## src/rtl/dtag_audit_pkg.sv

```systemverilog
package dtag_audit_pkg;

  localparam int STATE_W = 5;

  typedef enum logic [2:0] {
    CLS_INVALID   = 3'd0,
    CLS_SHARED    = 3'd1,
    CLS_NCX_CLEAN = 3'd2,
    CLS_NCX_DIRTY = 3'd3,
    CLS_CX_CLEAN  = 3'd4,
    CLS_CX_DIRTY  = 3'd5,
    CLS_ILLEGAL   = 3'd7
  } state_cls_e;

  localparam logic [STATE_W-1:0] ST_INVALID   = 5'h00;
  localparam logic [STATE_W-1:0] ST_SHARED    = 5'h0F;
  localparam logic [STATE_W-1:0] ST_NCX_CLEAN = 5'h13;
  localparam logic [STATE_W-1:0] ST_NCX_DIRTY = 5'h19;
  localparam logic [STATE_W-1:0] ST_CX_CLEAN  = 5'h16;
  localparam logic [STATE_W-1:0] ST_CX_DIRTY  = 5'h1C;

endpackage

```

## src/rtl/dtag_state_decode.sv

```systemverilog
module dtag_state_decode
  import dtag_audit_pkg::*;
(
  input  logic [STATE_W-1:0] code,
  output state_cls_e         cls,
  output logic               legal
);
  always_comb begin
    legal = 1'b1;
    unique case (code)
      ST_INVALID:   cls = CLS_INVALID;
      ST_SHARED:    cls = CLS_SHARED;
      ST_NCX_CLEAN: cls = CLS_NCX_CLEAN;
      ST_NCX_DIRTY: cls = CLS_NCX_DIRTY;
      ST_CX_CLEAN:  cls = CLS_CX_CLEAN;
      ST_CX_DIRTY:  cls = CLS_CX_DIRTY;
      default: begin
        cls   = CLS_ILLEGAL;
        legal = 1'b0;
      end
    endcase
  end
endmodule

```

## src/rtl/dtag_region_parity.sv

```systemverilog
module dtag_region_parity #(
  parameter int W    = 40,
  parameter int MSB  = 39,
  parameter int LSB  = 26,
  parameter int PBIT = 11
) (
  input  logic [W-1:0] word,
  output logic         bad
);
  localparam int RW = MSB - LSB + 1;

  logic [RW-1:0] region;

  always_comb begin
    region = word[MSB:LSB];
    bad    = word[PBIT] ^ (^region);
  end
endmodule

```

## src/rtl/dtag_lru_unpack.sv

```systemverilog
module dtag_lru_unpack #(
  parameter int WAYS  = 4,
  parameter int WAY_W = 2
) (
  input  logic [WAYS*WAY_W-1:0] field,
  output logic [WAYS*WAY_W-1:0] slots,
  output logic [WAY_W-1:0]      oldest,
  output logic [WAY_W-1:0]      newest
);
  for (genvar k = 0; k < WAYS; k++) begin : g_slot
    assign slots[k*WAY_W +: WAY_W] = field[k*WAY_W +: WAY_W];
  end

  assign oldest = field[0 +: WAY_W];
  assign newest = field[(WAYS-1)*WAY_W +: WAY_W];
endmodule

```

## src/rtl/dtag_audit.sv

```systemverilog
module dtag_audit
  import dtag_audit_pkg::*;
#(
  parameter int TAGHI_W   = 32,
  parameter int PTAG_W    = 40,
  parameter int IDX_W     = 13,
  parameter int ST_LSB    = 25,
  parameter int LRU_LSB   = 14,
  parameter int WAYS      = 4,
  parameter int PAR_HI_LSB = 26,
  parameter int PBIT_HI   = 11,
  parameter int PBIT_LO   = 10,
  parameter int ERR_ST_BIT = 30,
  parameter int ERR_AD_BIT = 29
) (
  input  logic                    clk,
  input  logic                    rst,
  input  logic                    in_valid,
  input  logic [TAGHI_W-1:0]      tag_hi,
  input  logic [PTAG_W-1:0]       ptag,
  input  logic [IDX_W-1:0]        set_index,
  output logic                    out_valid,
  output logic                    state_err,
  output logic                    addr_err,
  output logic [2:0]              state_class,
  output logic [PTAG_W-1:0]       phys_addr,
  output logic [WAYS*$clog2(WAYS)-1:0] lru_list,
  output logic [$clog2(WAYS)-1:0] lru_victim,
  output logic [$clog2(WAYS)-1:0] lru_newest,
  output logic [TAGHI_W-1:0]      err_word
);
  localparam int WAY_W = $clog2(WAYS);
  localparam int LRU_W = WAYS * WAY_W;
  localparam int PAR_LO_LSB = IDX_W;
  localparam int NREG = 2;

  // combinational audit of the presented entry
  state_cls_e        cls_c;
  logic              legal_c;
  logic [NREG-1:0]   par_bad;
  logic [LRU_W-1:0]  slots_c;
  logic [WAY_W-1:0]  oldest_c, newest_c;
  logic [PTAG_W-1:0] pa_c;
  logic [TAGHI_W-1:0] ew_c;
  logic              aerr_c;

  dtag_state_decode u_state (
    .code  (tag_hi[ST_LSB +: STATE_W]),
    .cls   (cls_c),
    .legal (legal_c)
  );

  // region 0: upper tag bits, region 1: lower tag bits
  for (genvar r = 0; r < NREG; r++) begin : g_par
    localparam int MSB_R  = (r == 0) ? PTAG_W - 1  : PAR_HI_LSB - 1;
    localparam int LSB_R  = (r == 0) ? PAR_HI_LSB  : PAR_LO_LSB;
    localparam int PBIT_R = (r == 0) ? PBIT_HI     : PBIT_LO;
    dtag_region_parity #(
      .W(PTAG_W), .MSB(MSB_R), .LSB(LSB_R), .PBIT(PBIT_R)
    ) u_par (
      .word (ptag),
      .bad  (par_bad[r])
    );
  end

  dtag_lru_unpack #(.WAYS(WAYS), .WAY_W(WAY_W)) u_lru (
    .field  (tag_hi[LRU_LSB +: LRU_W]),
    .slots  (slots_c),
    .oldest (oldest_c),
    .newest (newest_c)
  );

  always_comb begin
    aerr_c = legal_c & (|par_bad);
    pa_c   = {ptag[PTAG_W-1:IDX_W], set_index};
    ew_c   = '0;
    ew_c[ERR_ST_BIT] = ~legal_c;
    ew_c[ERR_AD_BIT] = aerr_c;
  end

  // single output register stage
  always_ff @(posedge clk) begin
    if (rst) begin
      out_valid   <= 1'b0;
      state_err   <= 1'b0;
      addr_err    <= 1'b0;
      state_class <= '0;
      phys_addr   <= '0;
      lru_list    <= '0;
      lru_victim  <= '0;
      lru_newest  <= '0;
      err_word    <= '0;
    end else begin
      out_valid <= in_valid;
      if (in_valid) begin
        state_err   <= ~legal_c;
        addr_err    <= aerr_c;
        state_class <= cls_c;
        phys_addr   <= pa_c;
        lru_list    <= slots_c;
        lru_victim  <= oldest_c;
        lru_newest  <= newest_c;
        err_word    <= ew_c;
      end
    end
  end
endmodule

```

## config.mk

```make
export PLATFORM = sky130hd
export DESIGN_NAME = dtag_audit
export DESIGN_NICKNAME = d
export VERILOG_FILES = /design/src/rtl/dtag_audit_pkg.sv /design/src/rtl/dtag_state_decode.sv /design/src/rtl/dtag_region_parity.sv /design/src/rtl/dtag_lru_unpack.sv /design/src/rtl/dtag_audit.sv
export SDC_FILE = /design/constraint.sdc
export NUM_CORES = 1
export LEC_CHECK = 0
export BUFFER_PORTS_ARGS = -buffer_cell sky130_fd_sc_hd__buf_2
export CAP_MARGIN = 20
export CORE_ASPECT_RATIO = 0.75
export CORE_UTILIZATION = 37
export DETAILED_ROUTE_END_ITERATION = 6
export GPL_TIMING_DRIVEN = 0
export PLACE_DENSITY = 0.87
export SLEW_MARGIN = 30
export SYNTH_ARGS = -nofsm -noshare
export SYNTH_HDL_FRONTEND = slang
export SYNTH_SLANG_ARGS = --single-unit
```

## constraint.sdc

```tcl
create_clock -name clk -period 1.3 [get_ports clk]
set_input_delay 0.13 -clock clk [delete_from_list [all_inputs] [get_ports clk]]
set_output_delay 0.13 -clock clk [all_outputs]
set_load 0.1 [all_outputs]
```

==> out/metrics.yaml, run 1 <==
worst_setup_path:
  worstPathRequired_ns: 1.17
  crit_cells: 1
  critPathTopFamily: "buffers and inverters"
  crit_arrival_ns: 1.09
  startpoint: "phys_addr[19]"
  crit_fanout: 2
  worstPathCellList: "buf_2"
  cp_slowest_stage_delay_ns: 0.43
  endpoint: "phys_addr[19]"
  timing.rr.start: "state_class[2]"
  r2r_end: "state_class[2]"
  crit_path_end_kind: "primary output"
  start_kind: "register"
  cp_slowest_cell: "buf_2"
  reg2reg_setup_slack_ns: 0.54
  critical_path_class: "register to primary output"
  r2r_cells: 3
  critPathBufInv: 1
timing:
  hold_viol: 0
  min_period_ns: 1.22
  finalSetupViolCount: 0
  worstMarginPinSlew_ns: 0.546
  period_share: 0.936
  max-slew-margin-rel: 0.636
  finClkSkew_ns: 0
  max_freq_mhz: 822
  maxSlewViolCount: 0
  rsz0062_at_grt: "no"
clock_tree:
  clkTransAtPathRegs_ns: 0.09
  clock_path_buffers: 2
  cts_root_buffer: "clkbuf_8"
  clk_latency_ns: 0.30
  post_cts_buffers: 0
  cts_inserted_buffers: 5
  cts_sinks: 54
  tritoncts: "built"
  htreeDepth: 2
  postCtsHoldBufs: 0
power:
  ir_drop_mv: 0.646
  p_leak_nw: 1.90
  powerDensity_mw_per_mm2: 1430
  power_w: 0.00497
detailed_routing:
  routed_via_density: 4.40
  met3_length_um: 426
  routed_wl_um: 5970
  drt-initial-drc-count: 80
  ant_nets: 0
  wl_met1_um: 2700
  wl_met2_um: 2810
  drt-wirelength-per-cell_um: 12.2
  num_vias: 2157
  dr.pass1.iters: 6
  routed.top_layer: "met4"
  drc: 11
synthesis:
  yosys_warnings: 0
  synth_area_leaders: "dfxtp_1 (42%), mux2i_1 (19%), buf_4 (11%), nor2_1 (7.9%), xnor2_1 (5.8%)"
  synthCells: 261
  yosysTopAreaCellShare: 0.421
  ys_types: 30
  ys_seq_elements: 54
  synth_area_per_cell_um2: 9.83
  yosysSeqAreaShare: 0.421
  netlist_area_mm2: 0.00256
  yosysTopAreaCell: "dfxtp_1"
place:
  numPortBuffers: 111
  placedCellCount: 482
  gp_congestion: 0.810
  place_hpwl_um: 4620
finish:
  fill_cells: 594
  drive_above_1_share: 0.413
  finalNetCount: 496
  multi_input_area_mm2: 0.00125
  antenna_cells: 0
  ff_latch_area_mm2: 0.00109
  instances_no_fill: 490
  area_growth_pct: 35.0
die:
  die-area_mm2: 0.00727
  fp.dieH_um: 74.1
  die_w_um: 98.1
  start_util: 0.394
  core-area_mm2: 0.00651
  ioPinCount: 178
  rows: 25
grt:
  grt_pass1_vias: 1894
  overflow: 0
  grt_max_degree: 17
  grt_use_total: 0.157
  antenna_found_initial: 0
  grt_first_pass_wirelength_um: 8910
outcome:
  failed_checks: "DRC"
  status: "complete, but fails checks"
flow_run:
  maxCapViolCount: 0
hold_path:
  min_path_type: "input port to register"
[cell type report]
type	instances	share of cell area
repair buffers	111	0.165
inverters	1	0.00108
multi-input cells	182	0.361
clock buffers	5	0.0199
flip-flops and latches	54	0.315
well taps	81	0.0293
plain buffers	53	0.0983
clock inverters	3	0.0116
[cells in the mapped netlist, drive strengths merged]
cell,n
a31oi,1
mux2i,48
and4b,1
inv,1
a21oi,3
buf,42
conb,1
nor4,1
nand2,1
a211oi,1
o211ai,1
o211a,1
xor2,2
nand3b,1
or3,1
nor2,54
clkbuf,11
nor2b,2
dfxtp,54
o31ai,1
xnor2,17
o21ai,3
a41o,1
xnor3,5
nor3b,2
nand2b,2
nand3,3
[worst min path at each step]
stage	end	slack [ns]	start	cells past startpoint
4_1_cts	phys_addr[10]	0.05	set_index[10]	3
2_1_floorplan	lru_list[0]	0.28	tag_hi[14]	2
5_1_grt	phys_addr[5]	0.05	set_index[5]	3
3_3_place_gp	phys_addr[12]	0.36	set_index[12]	3
6_report	phys_addr[10]	0.06	set_index[10]	3
3_5_place_dp	lru_list[1]	0.38	tag_hi[15]	3
[what timing repair did]
action / in CTS / in global routing
setup endpoints to repair: 3 / 3
endpoints found under the hold margin: 0 / 0
pin swaps: 0 / 0
resized for setup: 3 / 3
[metrics by stage]
| step | hold slack (ns) | setup TNS [ns] | area, µm² | worst slack (ns) | util |
|---|---|---|---|---|---|
| floorplan | 0.277 | 0 | 2680 | 0.0103 | - |
| global placement | 0.362 | -0.205 | 3340 | -0.203 | 0.513 |
| detailed placement | 0.380 | -0.822 | 3340 | -0.186 | 0.513 |
| CTS | 0.0495 | 0 | 3460 | 0.000548 | 0.531 |
| global route | 0.0546 | 0 | 3460 | 0.0284 | 0.532 |
| finish | 0.0604 | 0 | 3460 | 0.0838 | 0.532 |
[cells in the final DEF (no fill, tap or decap), drive strengths merged, types with 2 or more instances in the layout]
cell type / instances
conb: 30
xnor2: 17
buf: 150
a21oi: 3
mux2i: 48
clkbuf: 19
clkinv: 2
nor2b: 2
dfxtp: 54
o21ai: 3
nand3: 3
nor2: 54
xnor3: 5
xor2: 2
nor3b: 2
nand2b: 2
[where the power goes]
group | switching (W) | total [W] | internal (W)
registers | 0.0000524 | 0.00181 | 0.00176
clock network | 0.000533 | 0.00110 | 0.000568
logic | 0.00157 | 0.00205 | 0.000488
[cell families after synthesis]
kind of cell,synth area share
buf+inv,0.134
other cells,0.00146
simple gates,0.114
xor+xnor,0.109
mux,0.187
compound gates,0.0327
flops,0.421
[flip-flops by register name, indices dropped and copies added, names as in the netlist]
signal,flops
state_err,1
lru_list,8
err_word,1
state_class,3
phys_addr,40
out_valid,1
[metal layers]
layer	GRT usage	vias to the layer above
met5	0	-
met4	0.0348	0
met3	0.0442	5
met2	0.268	87
met1	0.201	981
li1	-	1084
(Power assumes the default switching activity.)
==> run 2, diff against run 1 <==
==> constraint.sdc (replaced) <==
create_clock -name clk -period 1.3 [get_ports clk]
set_input_delay 0.065 -clock clk [delete_from_list [all_inputs] [get_ports clk]]
set_output_delay 0.065 -clock clk [all_outputs]
set_load 0.1 [all_outputs]
==> run 2 against run 1 <==
Compared with the run above: maximum frequency down 1.3%; non-clock buffer count up 9; power up 5.7%; die area unchanged; the run still ends with DRC left; sequential power about the same; final cell count up 1.8%; register-to-register slack worse by 0.02 ns; critical path type unchanged; combinational power about the same; largest power group unchanged.
==> out/metrics.yaml, run 2 (synthesis gave the netlist of run 1 again) <==
finish:
  stdcell_area_mm2: 0.00357
  top_register: "phys_addr"
  antenna_cells: 0
  area_growth_pct: 39.3
  largest_reg_flops: 40
  layout_common_cells: "buf_2 (116), nor2_1 (54), mux2i_1 (48)"
  reg_top3: "phys_addr x40, lru_list x8, state_class x3"
  finalNetCount: 505
  layout_commonest_cell: "buf_2"
  fill_cells: 567
  drive_above_1_share: 0.404
timing:
  worstMarginPinSlew_ns: 0.561
  period_share: 0.948
  rsz0062_at_grt: "no"
  max-slew-margin-rel: 0.626
  fin_setup_tns_ns: 0
  finalSetupViolCount: 0
  hold_viol: 0
  max_freq_mhz: 812
  maxSlewViolCount: 0
  min_period_ns: 1.23
  finClkSkew_ns: 0
clock_tree:
  clk_latency_ns: 0.30
  cts_root_buffer: "clkbuf_8"
  tritoncts: "built"
  post_cts_resize_count: 0
  clkTransAtPathRegs_ns: 0.10
  htreeDepth: 2
  clock_path_buffers: 2
  cts_inserted_buffers: 5
  cts_sinks: 54
detailed_routing:
  drt-initial-drc-count: 56
  routed_via_density: 4.35
  routed_wl_um: 6270
  ant_nets: 0
  num_vias: 2169
  drc: 12
  dr.pass1.iters: 6
  drt-wirelength-per-cell_um: 12.6
place:
  gp_congestion: 0.731
  numPortBuffers: 111
  place_area_mm2: 0.00334
  place_hpwl_um: 4760
worst_setup_path:
  crit_fanout: 3
  start_kind: "register"
  crit_arrival_ns: 1.17
  r2r_end: "state_class[2]"
  worstPathRequired_ns: 1.24
  reg2reg_setup_slack_ns: 0.52
  critical_path_class: "register to primary output"
  startpoint: "lru_list[0]"
  endpoint: "lru_victim[0]"
  r2r_cells: 3
  crit_path_end_kind: "primary output"
  timing.rr.start: "state_class[2]"
die:
  die-area_mm2: 0.00727
  fp.dieH_um: 74.1
  rows: 25
  die_w_um: 98.1
  ioPinCount: 178
  start_util: 0.394
  core-area_mm2: 0.00651
outcome:
  status: "complete, but fails checks"
  failed_checks: "DRC"
grt:
  grt_first_pass_wirelength_um: 9520
  antenna_found_initial: 0
  grt_pass1_vias: 2066
  overflow: 0
  grt_max_degree: 17
  grt_use_total: 0.166
hold_path:
  min_path_cells: 3
  min_path_type: "input port to register"
power:
  ir_drop_mv: 0.617
  p_leak_nw: 1.96
  powerDensity_mw_per_mm2: 1470
  power_w: 0.00525
flow_run:
  maxCapViolCount: 0
## run 2: cell count changes in the layout (fill, tap and decap cells not counted), sizes merged
cell         before  now
clkinv            2    0
bufinv            1    2
dlygate4sd3       0    9
clkbuf           19   17
buf             150  153
## run 2: final cells by class
class                   count  area [µm²]  share of cell area
clock buffers               6        82.6              0.0231
inverters                   1        3.75             0.00105
repair buffers            120         646               0.181
plain buffers              53         340              0.0953
flip-flops and latches     54        1090               0.305
multi-input cells         182        1250               0.350
well taps                  81         101              0.0284
clock inverters             2        60.1              0.0168
## run 2: routing by layer
layer / up-vias / global-route usage / routed length, µm / share of wire
li1: 1096 / - / - / -
met1: 979 / 0.188 / 2650 / 0.42
met2: 88 / 0.311 / 3150 / 0.50
met3: 6 / 0.0517 / 418 / 0.067
met4: 0 / 0.0398 / 54 / 0.0086
met5: - / 0 / 0 / 0
## run 2: critical path, cell delays in order, from the launching register on
cell and delay, ns:
dfxtp_2 0.35, buf_4 0.10, buf_2 0.42
## run 2: where the power goes
part / internal (W) / switching, W / leakage (nW)
Combinational: 0.000503 / 0.00157 / 1.44
Sequential: 0.00176 / 0.0000549 / 0.449
Clock: 0.000821 / 0.000542 / 0.0714
## run 2: what timing repair did
action	in CTS	in global routing
buffers inserted	0	0
hold endpoints to repair	8	1
hold buffers	8	1
endpoints found under the setup margin	0	0
## run 2: how the worst min path moves through the flow
stage | startpoint | endpoint
final | set_index[7] | phys_addr[7]
after detailed placement | set_index[1] | phys_addr[1]
after floorplan | tag_hi[14] | lru_list[0]
after global routing | set_index[7] | phys_addr[7]
after global placement | set_index[8] | phys_addr[8]
after CTS | set_index[0] | phys_addr[0]
## run 2: per-stage QoR
| stage | worst slack, ns | std cells | hold slack, ns | util |
|---|---|---|---|---|
| after floorplan | 0.0103 | 290 | 0.212 | - |
| after global placement | -0.207 | 482 | 0.297 | 0.513 |
| after detailed placement | -0.224 | 482 | 0.308 | 0.513 |
| after CTS | 0.0570 | 498 | 0.000233 | 0.548 |
| after global routing | 0.0115 | 499 | 0.00321 | 0.549 |
| final | 0.0682 | 499 | 0.00670 | 0.549 |
